--- config.mk ---
export PLATFORM = sky130hd
export DESIGN_NAME = mseq_core
export DESIGN_NICKNAME = d
export VERILOG_FILES = /design/src/rtl/mseq_pkg.sv /design/src/rtl/mseq_rom.sv /design/src/rtl/mseq_dispatch.sv /design/src/rtl/mseq_next.sv /design/src/rtl/mseq_core.sv
export SDC_FILE = /design/constraint.sdc
export NUM_CORES = 1
export LEC_CHECK = 0
export ABC_CLOCK_PERIOD_IN_PS = 2700
export BUFFER_PORTS_ARGS = -buffer_cell sky130_fd_sc_hd__buf_2
export CAP_MARGIN = 20
export CORE_UTILIZATION = 30
export DETAILED_ROUTE_END_ITERATION = 6
export PLACE_DENSITY = 0.55
export SETUP_SLACK_MARGIN = 0.02
export SYNTH_ARGS = -nofsm -noshare
export SYNTH_HDL_FRONTEND = slang
export SYNTH_SLANG_ARGS = --single-unit
--- constraint.sdc ---
create_clock -name clk -period 2.7 [get_ports clk]
set_input_delay 0.27 -clock clk [delete_from_list [all_inputs] [get_ports clk]]
set_output_delay 0.27 -clock clk [all_outputs]
set_load 0.01 [all_outputs]
--- src/rtl/mseq_pkg.sv ---
package mseq_pkg;

    localparam int UPC_W  = 6;
    localparam int OPC_W  = 6;
    localparam int CTRL_W = 17;
    localparam int RS_W   = 3;
    localparam int AOP_W  = 3;

    // register select codes
    localparam logic [RS_W-1:0] RS_PC  = 3'd0;
    localparam logic [RS_W-1:0] RS_RF1 = 3'd1;
    localparam logic [RS_W-1:0] RS_RF2 = 3'd2;
    localparam logic [RS_W-1:0] RS_RF3 = 3'd3;
    localparam logic [RS_W-1:0] RS_R31 = 3'd4;

    // ALU function codes
    localparam logic [AOP_W-1:0] AOP_PASSA = 3'd0;
    localparam logic [AOP_W-1:0] AOP_ADD   = 3'd1;
    localparam logic [AOP_W-1:0] AOP_INC4  = 3'd2;
    localparam logic [AOP_W-1:0] AOP_FUNC  = 3'd3;
    localparam logic [AOP_W-1:0] AOP_IMMOP = 3'd4;

    // microstate map
    localparam logic [UPC_W-1:0] S_FETCH0 = 6'd0;
    localparam logic [UPC_W-1:0] S_FETCH1 = 6'd1;
    localparam logic [UPC_W-1:0] S_FETCH3 = 6'd3;
    localparam logic [UPC_W-1:0] S_ALU    = 6'd4;
    localparam logic [UPC_W-1:0] S_ALUI   = 6'd7;
    localparam logic [UPC_W-1:0] S_LOAD   = 6'd10;
    localparam logic [UPC_W-1:0] S_STORE  = 6'd15;
    localparam logic [UPC_W-1:0] S_BRZ    = 6'd20;
    localparam logic [UPC_W-1:0] S_BRNZ   = 6'd25;
    localparam logic [UPC_W-1:0] S_JREL   = 6'd30;
    localparam logic [UPC_W-1:0] S_JREG   = 6'd33;
    localparam logic [UPC_W-1:0] S_JLREL  = 6'd35;
    localparam logic [UPC_W-1:0] S_JLREG  = 6'd39;
    localparam logic [UPC_W-1:0] S_LAST   = 6'd42;

    // opcodes that select a group
    localparam logic [OPC_W-1:0] OP_ALU   = 6'h00;
    localparam logic [OPC_W-1:0] OP_JREL  = 6'h02;
    localparam logic [OPC_W-1:0] OP_JLREL = 6'h03;
    localparam logic [OPC_W-1:0] OP_BRZ   = 6'h04;
    localparam logic [OPC_W-1:0] OP_BRNZ  = 6'h05;
    localparam logic [OPC_W-1:0] OP_JREG  = 6'h12;
    localparam logic [OPC_W-1:0] OP_JLREG = 6'h13;
    localparam logic [OPC_W-1:0] OP_LOAD  = 6'h23;
    localparam logic [OPC_W-1:0] OP_STORE = 6'h2B;
    localparam logic [2:0]       OP_ALUI_HI = 3'b001;

    typedef enum logic [2:0] {
        JK_NEXT  = 3'd0,
        JK_SPIN  = 3'd1,
        JK_FETCH = 3'd2,
        JK_DISP  = 3'd3,
        JK_FEQZ  = 3'd4,
        JK_FNEZ  = 3'd5
    } jump_e;

    typedef struct packed {
        logic [AOP_W-1:0] alu_op;
        logic             ext26;
        logic [RS_W-1:0]  reg_sel;
        logic             en_imm;
        logic             en_alu;
        logic             en_mem;
        logic             en_reg;
        logic             mem_wr;
        logic             reg_wr;
        logic             ld_ma;
        logic             ld_b;
        logic             ld_a;
        logic             ld_ir;
    } ctrl_t;

    typedef struct packed {
        ctrl_t             ctrl;
        jump_e             jk;
        logic [UPC_W-1:0]  tgt;
    } uword_t;

    typedef struct packed {
        logic [UPC_W-1:0] upc;
    } seq_st_t;

    // micro-operation builders
    function automatic ctrl_t uo_rd_a(input logic [RS_W-1:0] rs);
        ctrl_t c = '0;
        c.en_reg = 1'b1; c.reg_sel = rs; c.ld_a = 1'b1;
        return c;
    endfunction

    function automatic ctrl_t uo_rd_b(input logic [RS_W-1:0] rs);
        ctrl_t c = '0;
        c.en_reg = 1'b1; c.reg_sel = rs; c.ld_b = 1'b1;
        return c;
    endfunction

    function automatic ctrl_t uo_rd_ma(input logic [RS_W-1:0] rs);
        ctrl_t c = '0;
        c.en_reg = 1'b1; c.reg_sel = rs; c.ld_ma = 1'b1;
        return c;
    endfunction

    function automatic ctrl_t uo_imm_b(input logic wide);
        ctrl_t c = '0;
        c.en_imm = 1'b1; c.ext26 = wide; c.ld_b = 1'b1;
        return c;
    endfunction

    function automatic ctrl_t uo_alu_reg(input logic [AOP_W-1:0] op,
                                         input logic [RS_W-1:0]  rs);
        ctrl_t c = '0;
        c.en_alu = 1'b1; c.alu_op = op; c.reg_sel = rs; c.reg_wr = 1'b1;
        return c;
    endfunction

    function automatic ctrl_t uo_alu_ma(input logic [AOP_W-1:0] op);
        ctrl_t c = '0;
        c.en_alu = 1'b1; c.alu_op = op; c.ld_ma = 1'b1;
        return c;
    endfunction

    function automatic ctrl_t uo_mem_ir();
        ctrl_t c = '0;
        c.en_mem = 1'b1; c.ld_ir = 1'b1;
        return c;
    endfunction

    function automatic ctrl_t uo_mem_reg(input logic [RS_W-1:0] rs);
        ctrl_t c = '0;
        c.en_mem = 1'b1; c.reg_sel = rs; c.reg_wr = 1'b1;
        return c;
    endfunction

    function automatic ctrl_t uo_reg_mem(input logic [RS_W-1:0] rs);
        ctrl_t c = '0;
        c.en_reg = 1'b1; c.reg_sel = rs; c.mem_wr = 1'b1;
        return c;
    endfunction

endpackage

--- src/rtl/mseq_rom.sv ---
module mseq_rom
    import mseq_pkg::*;
(
    input  logic [UPC_W-1:0] addr,
    output uword_t           word
);

    always_comb begin
        word      = '0;
        word.jk   = JK_FETCH;
        word.tgt  = S_FETCH0;
        case (addr)
            // instruction fetch
            6'd0:  begin word.ctrl = uo_rd_ma(RS_PC);               word.jk = JK_NEXT; end
            6'd1:  begin word.ctrl = uo_mem_ir();                   word.jk = JK_SPIN; end
            6'd2:  begin word.ctrl = uo_rd_a(RS_PC);                word.jk = JK_NEXT; end
            6'd3:  begin word.ctrl = uo_alu_reg(AOP_INC4, RS_PC);   word.jk = JK_DISP; end
            // register ALU
            6'd4:  begin word.ctrl = uo_rd_a(RS_RF1);               word.jk = JK_NEXT; end
            6'd5:  begin word.ctrl = uo_rd_b(RS_RF2);               word.jk = JK_NEXT; end
            6'd6:  begin word.ctrl = uo_alu_reg(AOP_FUNC, RS_RF3);  word.jk = JK_FETCH; end
            // immediate ALU
            6'd7:  begin word.ctrl = uo_rd_a(RS_RF1);               word.jk = JK_NEXT; end
            6'd8:  begin word.ctrl = uo_imm_b(1'b0);                word.jk = JK_NEXT; end
            6'd9:  begin word.ctrl = uo_alu_reg(AOP_IMMOP, RS_RF2); word.jk = JK_FETCH; end
            // load
            6'd10: begin word.ctrl = uo_rd_a(RS_RF1);               word.jk = JK_NEXT; end
            6'd11: begin word.ctrl = uo_imm_b(1'b0);                word.jk = JK_NEXT; end
            6'd12: begin word.ctrl = uo_alu_ma(AOP_ADD);            word.jk = JK_NEXT; end
            6'd13: begin word.ctrl = uo_mem_reg(RS_RF2);            word.jk = JK_SPIN; end
            6'd14: begin word.ctrl = '0;                            word.jk = JK_FETCH; end
            // store
            6'd15: begin word.ctrl = uo_rd_a(RS_RF1);               word.jk = JK_NEXT; end
            6'd16: begin word.ctrl = uo_imm_b(1'b0);                word.jk = JK_NEXT; end
            6'd17: begin word.ctrl = uo_alu_ma(AOP_ADD);            word.jk = JK_NEXT; end
            6'd18: begin word.ctrl = uo_reg_mem(RS_RF2);            word.jk = JK_SPIN; end
            6'd19: begin word.ctrl = '0;                            word.jk = JK_FETCH; end
            // branch when A is zero
            6'd20: begin word.ctrl = uo_rd_a(RS_RF1);               word.jk = JK_NEXT; end
            6'd21: begin word.ctrl = '0;                            word.jk = JK_FNEZ; end
            6'd22: begin word.ctrl = uo_rd_a(RS_PC);                word.jk = JK_NEXT; end
            6'd23: begin word.ctrl = uo_imm_b(1'b0);                word.jk = JK_NEXT; end
            6'd24: begin word.ctrl = uo_alu_reg(AOP_ADD, RS_PC);    word.jk = JK_FETCH; end
            // branch when A is nonzero
            6'd25: begin word.ctrl = uo_rd_a(RS_RF1);               word.jk = JK_NEXT; end
            6'd26: begin word.ctrl = '0;                            word.jk = JK_FEQZ; end
            6'd27: begin word.ctrl = uo_rd_a(RS_PC);                word.jk = JK_NEXT; end
            6'd28: begin word.ctrl = uo_imm_b(1'b0);                word.jk = JK_NEXT; end
            6'd29: begin word.ctrl = uo_alu_reg(AOP_ADD, RS_PC);    word.jk = JK_FETCH; end
            // relative jump
            6'd30: begin word.ctrl = uo_rd_a(RS_PC);                word.jk = JK_NEXT; end
            6'd31: begin word.ctrl = uo_imm_b(1'b1);                word.jk = JK_NEXT; end
            6'd32: begin word.ctrl = uo_alu_reg(AOP_ADD, RS_PC);    word.jk = JK_FETCH; end
            // register jump
            6'd33: begin word.ctrl = uo_rd_a(RS_RF1);               word.jk = JK_NEXT; end
            6'd34: begin word.ctrl = uo_alu_reg(AOP_PASSA, RS_PC);  word.jk = JK_FETCH; end
            // relative jump with link
            6'd35: begin word.ctrl = uo_rd_a(RS_PC);                word.jk = JK_NEXT; end
            6'd36: begin word.ctrl = uo_alu_reg(AOP_PASSA, RS_R31); word.jk = JK_NEXT; end
            6'd37: begin word.ctrl = uo_imm_b(1'b1);                word.jk = JK_NEXT; end
            6'd38: begin word.ctrl = uo_alu_reg(AOP_ADD, RS_PC);    word.jk = JK_FETCH; end
            // register jump with link
            6'd39: begin word.ctrl = uo_rd_a(RS_PC);                word.jk = JK_NEXT; end
            6'd40: begin word.ctrl = uo_alu_reg(AOP_PASSA, RS_R31); word.jk = JK_NEXT; end
            6'd41: begin word.ctrl = uo_rd_a(RS_RF1);               word.jk = JK_NEXT; end
            6'd42: begin word.ctrl = uo_alu_reg(AOP_PASSA, RS_PC);  word.jk = JK_FETCH; end
            default: begin word.ctrl = '0;                          word.jk = JK_FETCH; end
        endcase
    end

endmodule

--- src/rtl/mseq_dispatch.sv ---
module mseq_dispatch
    import mseq_pkg::*;
(
    input  logic [OPC_W-1:0] opcode,
    output logic [UPC_W-1:0] entry
);

    always_comb begin
        entry = S_FETCH0;
        if (opcode[OPC_W-1:OPC_W-3] == OP_ALUI_HI) begin
            entry = S_ALUI;
        end else begin
            case (opcode)
                OP_ALU:   entry = S_ALU;
                OP_LOAD:  entry = S_LOAD;
                OP_STORE: entry = S_STORE;
                OP_BRZ:   entry = S_BRZ;
                OP_BRNZ:  entry = S_BRNZ;
                OP_JREL:  entry = S_JREL;
                OP_JREG:  entry = S_JREG;
                OP_JLREL: entry = S_JLREL;
                OP_JLREG: entry = S_JLREG;
                default:  entry = S_FETCH0;
            endcase
        end
    end

endmodule

--- src/rtl/mseq_next.sv ---
module mseq_next
    import mseq_pkg::*;
(
    input  logic [UPC_W-1:0] upc,
    input  jump_e            jk,
    input  logic [UPC_W-1:0] tgt,
    input  logic [UPC_W-1:0] entry,
    input  logic             busy,
    input  logic             zero,
    output logic [UPC_W-1:0] nxt
);

    logic [UPC_W-1:0] inc;

    always_comb begin
        inc = upc + 1'b1;
        case (jk)
            JK_NEXT:  nxt = inc;
            JK_SPIN:  nxt = busy ? upc : inc;
            JK_FETCH: nxt = tgt;
            JK_DISP:  nxt = entry;
            JK_FEQZ:  nxt = zero ? tgt : inc;
            JK_FNEZ:  nxt = zero ? inc : tgt;
            default:  nxt = S_FETCH0;
        endcase
    end

endmodule

--- src/rtl/mseq_core.sv ---
module mseq_core
    import mseq_pkg::*;
(
    input  logic              clk,
    input  logic              rst_n,
    input  logic [OPC_W-1:0]  opcode,
    input  logic              mem_busy,
    input  logic              zero_flag,
    output logic [CTRL_W-1:0] ctrl,
    output logic [UPC_W-1:0]  upc
);

    seq_st_t          st_d, st_q;
    uword_t           word;
    logic [UPC_W-1:0] entry;
    logic [UPC_W-1:0] nxt;

    mseq_rom u_rom (
        .addr (st_q.upc),
        .word (word)
    );

    mseq_dispatch u_disp (
        .opcode (opcode),
        .entry  (entry)
    );

    mseq_next u_next (
        .upc   (st_q.upc),
        .jk    (word.jk),
        .tgt   (word.tgt),
        .entry (entry),
        .busy  (mem_busy),
        .zero  (zero_flag),
        .nxt   (nxt)
    );

    always_comb begin
        st_d     = st_q;
        st_d.upc = nxt;
    end

    always_ff @(posedge clk or negedge rst_n) begin
        if (!rst_n) begin
            st_q.upc <= S_FETCH0;
        end else begin
            st_q <= st_d;
        end
    end

    assign ctrl = word.ctrl;
    assign upc  = st_q.upc;

endmodule

==> results of run 1 <==
-- what timing repair did --
action                                 CTS  global route
endpoints found under the hold margin    6             0
hold buffers                             1             0
setup endpoints to repair                0             0
-- cell usage in the layout (no fill, tap or decap), drive strengths merged, types with 3 or more instances in the layout --
cell	n
nand4b	3
and2	3
nand2	13
a22oi	3
xor2	3
ha	7
mux2i	10
and3	3
nor2b	9
dfrtp	6
clkbuf	3
buf	36
nor3	4
nand3	7
nor2	12
o21ai	17
a21oi	13
nand2b	8
inv	7
-- cells by family after synthesis --
logic type               after synthesis  share of synthesized area
AND/OR/NAND/NOR                       69                     0.3080
AO/OA/AOI/OAI                         55                     0.2906
buffers and inverters                 19                    0.06981
multiplexers                          12                     0.1006
adder cells (fa/ha/maj)                7                    0.07187
flip-flops                             6                     0.1232
XOR/XNOR                               5                    0.03594
-- cell usage after synthesis, drive strengths merged (2+ instances only) --
cell / n / area (µm²)
nand4b: 3 / 26.28
a21oi: 13 / 65.06
o21ai: 17 / 85.08
a211oi: 2 / 15.01
mux2: 2 / 22.52
clkbuf: 5 / 18.77
and3: 3 / 18.77
dfrtp: 6 / 150.1
mux2i: 10 / 100.1
nor3: 4 / 20.02
nand3: 7 / 35.03
buf: 7 / 40.03
nor2b: 9 / 56.30
and2: 3 / 18.77
xor2: 3 / 26.28
nor4b: 2 / 17.52
a22oi: 3 / 22.52
o31ai: 2 / 15.01
ha: 7 / 87.58
nor2: 12 / 45.04
inv: 7 / 26.27
nand2b: 8 / 50.05
o22ai: 2 / 12.51
xnor2: 2 / 17.52
nand2: 13 / 48.80
o211ai: 2 / 15.01
-- critical path, delay by kind of cell, from the launching register on --
kind	cells	cell delay, ns
AOI/OAI and AO/OA	3	0.59
adders and majority gates	1	0.28
buffers and inverters	2	0.29
DFF	1	0.49
and+or+nand+nor	1	0.34
-- layout make-up --
class	instances	area, µm²
sequential	6	150.1
inverter	7	26.28
fill	415	2310
timing repair buffer	37	200.2
clock buffer	3	41.29
multi-input combinational	148	983.4
tap	48	60.06
-- per-stage QoR --
step | power (mW) | hold slack [ns] | std cells
2_1_floorplan | 1.025 | -0.02559 | 173
3_3_place_gp | 1.368 | 0.1073 | 245
3_5_place_dp | 1.349 | 0.1079 | 245
4_1_cts | 1.495 | 0.4025 | 249
5_1_grt | 1.650 | 0.4150 | 249
6_report | 1.490 | 0.4036 | 249
-- routing by layer --
metal,GRT usage,vias up
met2,0.2538,51
met5,0,-
met4,0.02989,0
li1,-,697
met3,0.03299,0
met1,0.2471,619
-- power by group through the flow --
| stage | clock [mW] | sequential (mW) | combinational (mW) |
|---|---|---|---|
| floorplan | 0 | 0.189 | 0.836 |
| finish | 0.136 | 0.222 | 1.13 |
| global route | 0.144 | 0.238 | 1.27 |
| detailed placement | 0 | 0.222 | 1.13 |
| CTS | 0.140 | 0.222 | 1.13 |
| global placement | 0 | 0.222 | 1.15 |
-- final timing paths --
| path | depth (start not counted) | end | startpoint | slack, ns |
|---|---|---|---|---|
| setup reg to reg | 5 | upc[4] | upc[2] | 0.58 |
| hold / removal | 2 | upc[2] | rst_n | 0.40 |
| min in group clk | 4 | upc[4] | opcode[3] | 0.42 |
| hold reg to reg | 2 | upc[1] | upc[1] | 0.82 |
| max in group asynchronous | 2 | upc[4] | rst_n | 2.15 |
| setup / recovery | 7 | ctrl[8] | upc[1] | 0.21 |
==> impl_metrics.tcl, run 1 <==
set metrics [dict create \
    p_leak_nw 0.6616 \
    floorplan.rows 22 \
    finClkSkew_ns 0.0004685 \
    largest_register_ff_count 6 \
    p_per_area_nw_per_um2 1019 \
    hold_viol_final 0 \
    synth_cells 173 \
    ant_nets 0 \
    cts_tree "done" \
    drc_errors 0 \
    gr-usage-all-layers 0.1690 \
    comb_power_share 0.759 \
    drive_gt1_frac 0.2189 \
    seq_power_share 0.149 \
    final_area_um2 1461 \
    ys_seq_elements 6 \
    setup_slack_ns 0.2150 \
    met2WireLength_mm 1.513 \
    total_number_of_clock_tree_sinks 6 \
    cap_violations 0 \
    cts_root_buffer "sky130_fd_sc_hd__clkbuf_8" \
    synth-edff-count 0 \
    detail_route.iter0.violations 143 \
    die_area_um2 4321 \
    grt_max_degree 34 \
    dpl_worst_slack_ns 0.4602 \
    boundaryPins 33 \
    rsz0062_at_grt "false" \
    area_growth_pct 19.92 \
    synth_warnings 0 \
    insertion_delay_ns 0.22 \
    grt_pass1_vias 1191 \
    m1WireLength_mm 1.689 \
    timing.final.setup_violations 0 \
    timing.final.crit_share 0.9204 \
    ys.flop_type "sky130_fd_sc_hd__dfrtp_1" \
    timing.critical_path.from_type "flop" \
    status "completed" \
    mappedNetlistNets 190 \
    net_count_reported_at_finish 220 \
    cts.htree.levels 1 \
    max_freq_mhz 402.4 \
    firstDrtPassIters 4 \
    worstSetupPathType "flop to output port" \
    placeableCoreArea_um2 3771 \
    cts.repair.resized 0 \
    synth.lib_cells_used.distinct 50 \
    chip_height_um 65.74 \
    finalCoreUtilization 0.3875 \
    portBuffers 32 \
    slew_headroom 0.5035 \
    layout_min_cycle_time_ns 2.485 \
    critPathSlowestCell "sky130_fd_sc_hd__dfrtp_1" \
    wire_per_inst_um 13.76 \
    clk_pin_slew_worst_paths_ns 0.04 \
    globalRoute.totalOverflow 0 \
    route.met3.wl_um 224 \
    chipWidth_um 65.74 \
    syn-mean-instance-area_um2 7.044 \
    timing.setup.tns_ns 0 \
    cts_buffer_depth 2 \
    power.switching_fraction 0.5310 \
    placed_area_um2 1410 \
    ir_drop_mv 0.5861 \
    antenna_cells_inserted 0 \
    timing.critical_path.fanout_max 9 \
    postCtsSetupRepairBufs 0 \
    largest_registers "upc x6" \
    tightest_slew_ns 0.7448 \
    antenna_found_initial 0 \
    max_flop_register "upc" \
    share_clk_of_total_power 0.091 \
    detailed_place_hpwl_mm 2.643 \
    highest-signal-layer "met3" \
    cts_buffers 3 \
    max_stage_delay_ns 0.49 \
    critical_path.cell_chain "inv_1 -> ha_1 -> o21a_1 -> or3_1 -> a31oi_1 -> o311ai_1 -> buf_2" \
    timing_max_transition_violations_final 0 \
    wl_mm 3.427 \
    num_vias 1367 \
    syn_area_um2 1219 \
    worstPathRequired_ns 2.43 \
    switching_power_uw 791.1 \
    ys_seq_area_frac 0.1232 \
    gp_routability_congestion 0.9033 \
    endpoint_kind "output port" \
    initial_core_util 0.3232 \
    vias_per_cell 5.490 \
    async_reset_ff_frac 1.000 \
    grt_pass1_wl_mm 5.809 \
    cell_internal_pwr_uw 698.6 \
    hp-class "input port to async pin" \
    cp_data_arrival_time_ns 2.22 \
]
Power figures use the tool's default switching activity.
==> run 2: changes to the inputs <==
--- a/config.mk
+++ b/config.mk
@@ -10,7 +10,7 @@
 export CAP_MARGIN = 20
 export CORE_UTILIZATION = 30
 export DETAILED_ROUTE_END_ITERATION = 6
-export PLACE_DENSITY = 0.55
+export PLACE_DENSITY = 0.52
 export SETUP_SLACK_MARGIN = 0.02
 export SYNTH_ARGS = -nofsm -noshare
 export SYNTH_HDL_FRONTEND = slang
==> run 2 against run 1 <==
Worst setup slack better by 0.0081 ns; cell count rose by 0.80%; sequential power fell by 3%; sequential share of layout area down 0.10 points; clock skew grew 0.00090 ns; die area is the same; critical path depth did not move; register-to-register slack improved by 0.02 ns; global-route usage is 0.88 points higher; non-clock buffer count is 2 higher; largest power group unchanged; highest routed layer is now met4.
==> impl_metrics.tcl, run 2 (synthesized netlist as in run 1, its figures left out) <==
set metrics [dict create \
    slew_headroom 0.5740 \
    timing.final.setup_violations 0 \
    antenna_cells_inserted 0 \
    floorplan.rows 22 \
    endpoint_kind "output port" \
    layout_commonest_cell "sky130_fd_sc_hd__buf_2" \
    p_leak_nw 0.6719 \
    tightest_slew_ns 0.6390 \
    detail_route.iter0.violations 115 \
    chip_height_um 65.74 \
    cts_buffers 3 \
    grt_pass1_wl_mm 6.058 \
    cts_root_buffer "sky130_fd_sc_hd__clkbuf_8" \
    p_per_area_nw_per_um2 1034 \
    total_number_of_clock_tree_sinks 6 \
    boundaryPins 33 \
    largest_register_ff_count 6 \
    met3_usage 0.01215 \
    cts.htree.levels 1 \
    clk_pin_slew_worst_paths_ns 0.04 \
    chipWidth_um 65.74 \
    timing.setup.tns_ns 0 \
    power.switching_fraction 0.5332 \
    timing.final.crit_share 0.9174 \
    antenna_found_initial 0 \
    cp_data_arrival_time_ns 2.21 \
    fillCellCount 415 \
    gp_routability_congestion 0.9077 \
    net_count_reported_at_finish 222 \
    worstSetupPathType "flop to output port" \
    die_area_um2 4321 \
    count_of_cells_along_the_worst_register_to_register_path 6 \
    timing.critical_path.from_type "flop" \
    largest_registers "upc x6" \
    firstDrtPassIters 4 \
    dpl_worst_slack_ns 0.4537 \
    timing.critical_path.fanout_max 9 \
    initial_core_util 0.3232 \
    insertion_delay_ns 0.22 \
    comb_power_share 0.770 \
    cts_buffer_depth 2 \
    gr-usage-all-layers 0.1778 \
    switching_power_uw 814.1 \
    max_freq_mhz 403.7 \
    finClkSkew_ns 0.001365 \
    timing_max_transition_violations_final 0 \
    ir_drop_mv 0.4746 \
    share_clk_of_total_power 0.089 \
    portBuffers 32 \
    globalRoute.totalOverflow 0 \
    layout_common_cells "32 x sky130_fd_sc_hd__buf_2, 16 x sky130_fd_sc_hd__o21ai_0, 13 x sky130_fd_sc_hd__nand2_1, 13 x sky130_fd_sc_hd__a21oi_1, 12 x sky130_fd_sc_hd__nor2_1" \
    wire_per_inst_um 14.67 \
    max_flop_register "upc" \
    grt_most_used_layer "met2" \
    hp-class "input port to async pin" \
    cts_tree "done" \
    seq_power_share 0.141 \
    area_growth_pct 21.15 \
    drive_gt1_frac 0.2266 \
    grt_max_degree 22 \
    layout_min_cycle_time_ns 2.477 \
    placeableCoreArea_um2 3771 \
    rsz0062_at_grt "false" \
    wl_mm 3.681 \
    ant_nets 0 \
    num_vias 1402 \
    cell_internal_pwr_uw 712.8 \
    cap_violations 0 \
    detailed_place_hpwl_mm 2.715 \
    use_met1 0.2547 \
    vias_per_cell 5.586 \
    finalCoreUtilization 0.3915 \
    cts.repair.resized 0 \
    status "completed" \
    use_met2 0.2781 \
    grt_pass1_vias 1249 \
    setup_slack_ns 0.2231 \
    worstPathRequired_ns 2.43 \
    drc_errors 0 \
    hold_viol_final 0 \
    total_power_mw 1.527 \
]
[run 2: cell count changes in the layout (fill, tap and decap cells not counted)]
cell / before / now
sky130_fd_sc_hd__buf_4: 4 / 6
[run 2: power groups by stage]
stage	registers [mW]	clock network [mW]	logic [mW]
after CTS	0.213	0.136	1.18
after floorplan	0.189	0	0.836
final	0.215	0.135	1.18
after detailed placement	0.215	0	1.17
after global routing	0.225	0.147	1.31
after global placement	0.216	0	1.18
[run 2: through the flow]
stage | std cells | hold WS (ns) | area, µm²
6_report | 251 | 0.4052 | 1476
5_1_grt | 251 | 0.4208 | 1476
4_1_cts | 251 | 0.4016 | 1476
3_5_place_dp | 247 | 0.1022 | 1425
3_3_place_gp | 247 | 0.1013 | 1425
2_1_floorplan | 173 | -0.02559 | 1219
[run 2: layer usage]
metal / up-vias / part of all wire
met2: 56 / 0.46
met4: 0 / 0.012
li1: 695 / -
met3: 6 / 0.051
met5: - / 0
met1: 645 / 0.47
[run 2: what timing repair did]
item                      4_1_cts  5_1_grt
hold buffers                    1        0
setup buffers                   0        0
hold endpoints to repair        6        0
[run 2: worst paths after layout]
kind	slack, ns	to	startpoint
max reg2reg	0.60	upc[3]	upc[3]
min reg2reg	0.74	upc[0]	upc[0]
min	0.41	upc[1]	rst_n
min in group clk	0.45	upc[4]	opcode[3]
max in group asynchronous	2.14	upc[3]	rst_n
max	0.22	ctrl[8]	upc[1]
[run 2: critical path: stages, from the launching register on]
cell,delay (ns)
sky130_fd_sc_hd__dfrtp_1,0.50
sky130_fd_sc_hd__inv_1,0.13
sky130_fd_sc_hd__ha_1,0.29
sky130_fd_sc_hd__o21a_1,0.21
sky130_fd_sc_hd__or3_1,0.34
sky130_fd_sc_hd__a31oi_1,0.23
sky130_fd_sc_hd__o311ai_1,0.13
sky130_fd_sc_hd__buf_2,0.15
[run 2: area by class of cell]
class	instances	area, µm²	area share
well taps	48	60.06	0.04068
clock buffers	3	41.29	0.02797
multi-input cells	148	983.4	0.6661
repair buffers	39	215.2	0.1458
flip-flops and latches	6	150.1	0.1017
inverters	7	26.28	0.01780
==> run 3: changes to the inputs <==
==> constraint.sdc (replaced) <==
create_clock -name clk -period 2.7 [get_ports clk]
set_input_delay 0.27 -clock clk [delete_from_list [all_inputs] [get_ports clk]]
set_output_delay 0.27 -clock clk [all_outputs]
set_load 0.1 [all_outputs]
==> run 3 against run 2 <==
Clock-buffer cell count did not move; worst setup slack got worse by 0.097 ns; wire length rose by 0.65%; critical path depth did not move; utilization rose by 3.8 points; worst hold slack got worse by 0.0046 ns; sequential cell count did not move; global-route usage rose by 0.61 points; die area did not move; critical path type unchanged.
==> impl_metrics.tcl, run 3 (synthesized netlist as in run 1, its figures left out) <==
set metrics [dict create \
    status "completed" \
    endpoint_kind "output port" \
    route.met3.wl_um 118 \
    drive_gt1_frac 0.3284 \
    critPathSlowestCell "sky130_fd_sc_hd__dfrtp_4" \
    layout_commonest_cell "sky130_fd_sc_hd__buf_2" \
    max_stage_delay_ns 0.48 \
    m1WireLength_mm 1.561 \
    cts.htree.levels 1 \
    firstDrtPassIters 4 \
    max_flop_register "upc" \
    net_count_reported_at_finish 220 \
    detailed_place_hpwl_mm 2.942 \
    slew_headroom 0.6736 \
    finClkSkew_ns 0.001812 \
    gp_routability_congestion 0.8446 \
    cp_data_arrival_time_ns 2.30 \
    rsz0062_at_grt "false" \
    met2WireLength_mm 1.958 \
    hp-class "input port to async pin" \
    insertion_delay_ns 0.22 \
    worst_hold_slack_ns 0.4006 \
    grt_max_degree 35 \
    cts_root_buffer "sky130_fd_sc_hd__clkbuf_8" \
    finalCoreUtilization 0.4293 \
    postCtsSetupRepairBufs 0 \
    drc_errors 0 \
    grt_pass1_vias 1388 \
    vias_per_cell 5.643 \
    boundaryPins 33 \
    wire_per_inst_um 14.88 \
    largest_registers "upc x6" \
    total_number_of_clock_tree_sinks 6 \
    highest-signal-layer "met4" \
    layout_min_cycle_time_ns 2.574 \
    layout.cells.non_filler 249 \
    worstSetupPathType "flop to output port" \
    timing.critical_path.fanout_max 12 \
    grt_pass1_wl_mm 6.279 \
    ant_nets 0 \
    portBuffers 32 \
    max_freq_mhz 388.5 \
    timing.final.crit_share 0.9533 \
    hold_viol_final 0 \
    globalRoute.totalOverflow 0 \
    placed_area_um2 1553 \
    worstPathRequired_ns 2.43 \
    layout_common_cells "26 x sky130_fd_sc_hd__buf_2, 12 x sky130_fd_sc_hd__nand2_1, 12 x sky130_fd_sc_hd__a21oi_1, 12 x sky130_fd_sc_hd__o21ai_0, 11 x sky130_fd_sc_hd__nor2_1" \
    timing_max_transition_violations_final 0 \
    cts_tree "done" \
    cts_buffer_depth 2 \
    chipWidth_um 65.74 \
    antenna_found_initial 0 \
    dp.cells 245 \
    antenna_cells_inserted 0 \
    cap_violations 0 \
    die_area_um2 4321 \
    critical_path.cell_chain "inv_2 -> ha_1 -> o21a_1 -> or3_1 -> a31oi_2 -> o311ai_4 -> clkbuf_4" \
    clk_pin_slew_worst_paths_ns 0.03 \
    placeableCoreArea_um2 3771 \
    detail_route.iter0.violations 58 \
    chip_height_um 65.74 \
    floorplan.rows 22 \
    num_vias 1405 \
    wl_mm 3.705 \
    cts_buffers 3 \
    largest_register_ff_count 6 \
    timing.critical_path.from_type "flop" \
    final_area_um2 1619 \
    area_growth_pct 32.85 \
    initial_core_util 0.3232 \
    tightest_slew_ns 0.4897 \
    gr-usage-all-layers 0.1838 \
    timing.final.setup_violations 0 \
]
## run 3: changes by cell type in the layout (fill, tap and decap cells not counted), sizes merged
cell,change
clkbuf,+5
buf,-7
## run 3: metal layers
metal  track usage  vias to the layer above
li1              -                      691
met1        0.2182                      667
met2        0.3418                       39
met3      0.001736                        8
met4       0.07880                        0
met5             0                        -
## run 3: layout make-up
class                   instances  area (µm²)
multi-input cells             148        1106
well taps                      48       60.06
repair buffers                 37       215.2
flip-flops and latches          6       170.2
clock buffers                   3       41.29
inverters                       7       26.28
fillers                       388        2152
## run 3: timing repair
action / CTS / global route
endpoints found under the setup margin: 0 / 6
endpoints found under the hold margin: 6 / 0
resized for setup: 0 / 7
hold buffers: 1 / 0
## run 3: through the flow
| stage | setup slack [ns] | setup TNS (ns) |
|---|---|---|
| detailed placement | 0.3455 | 0 |
| global route | 0.02434 | 0 |
| floorplan | -0.6116 | -0.6236 |
| global placement | 0.3865 | 0 |
| CTS | 0.09802 | 0 |
| finish | 0.1261 | 0 |
## run 3: path summary, 6_finish.rpt
path                                 to      start  cells after the start  slack, ns
worst max-delay path            ctrl[8]     upc[0]                      7       0.13
worst min-delay path             upc[0]      rst_n                      2       0.40
worst max register to register   upc[5]     upc[1]                      7       0.63
worst min register to register   upc[1]     upc[1]                      2       0.75
max in group asynchronous        upc[4]      rst_n                      2       2.14
min in group clk                 upc[3]  opcode[4]                      3       0.44
## run 3: critical path: cells and delay by family (launching register included)
| family | cells | cell delay, ns |
|---|---|---|
| buf+inv | 2 | 0.36 |
| flops | 1 | 0.48 |
| simple gates | 1 | 0.35 |
| compound gates | 3 | 0.59 |
| fa+ha+maj | 1 | 0.29 |
Power of run 3 is not shown: default switching activity piles up to over one toggle a cycle in this logic, so the estimate is an artifact.
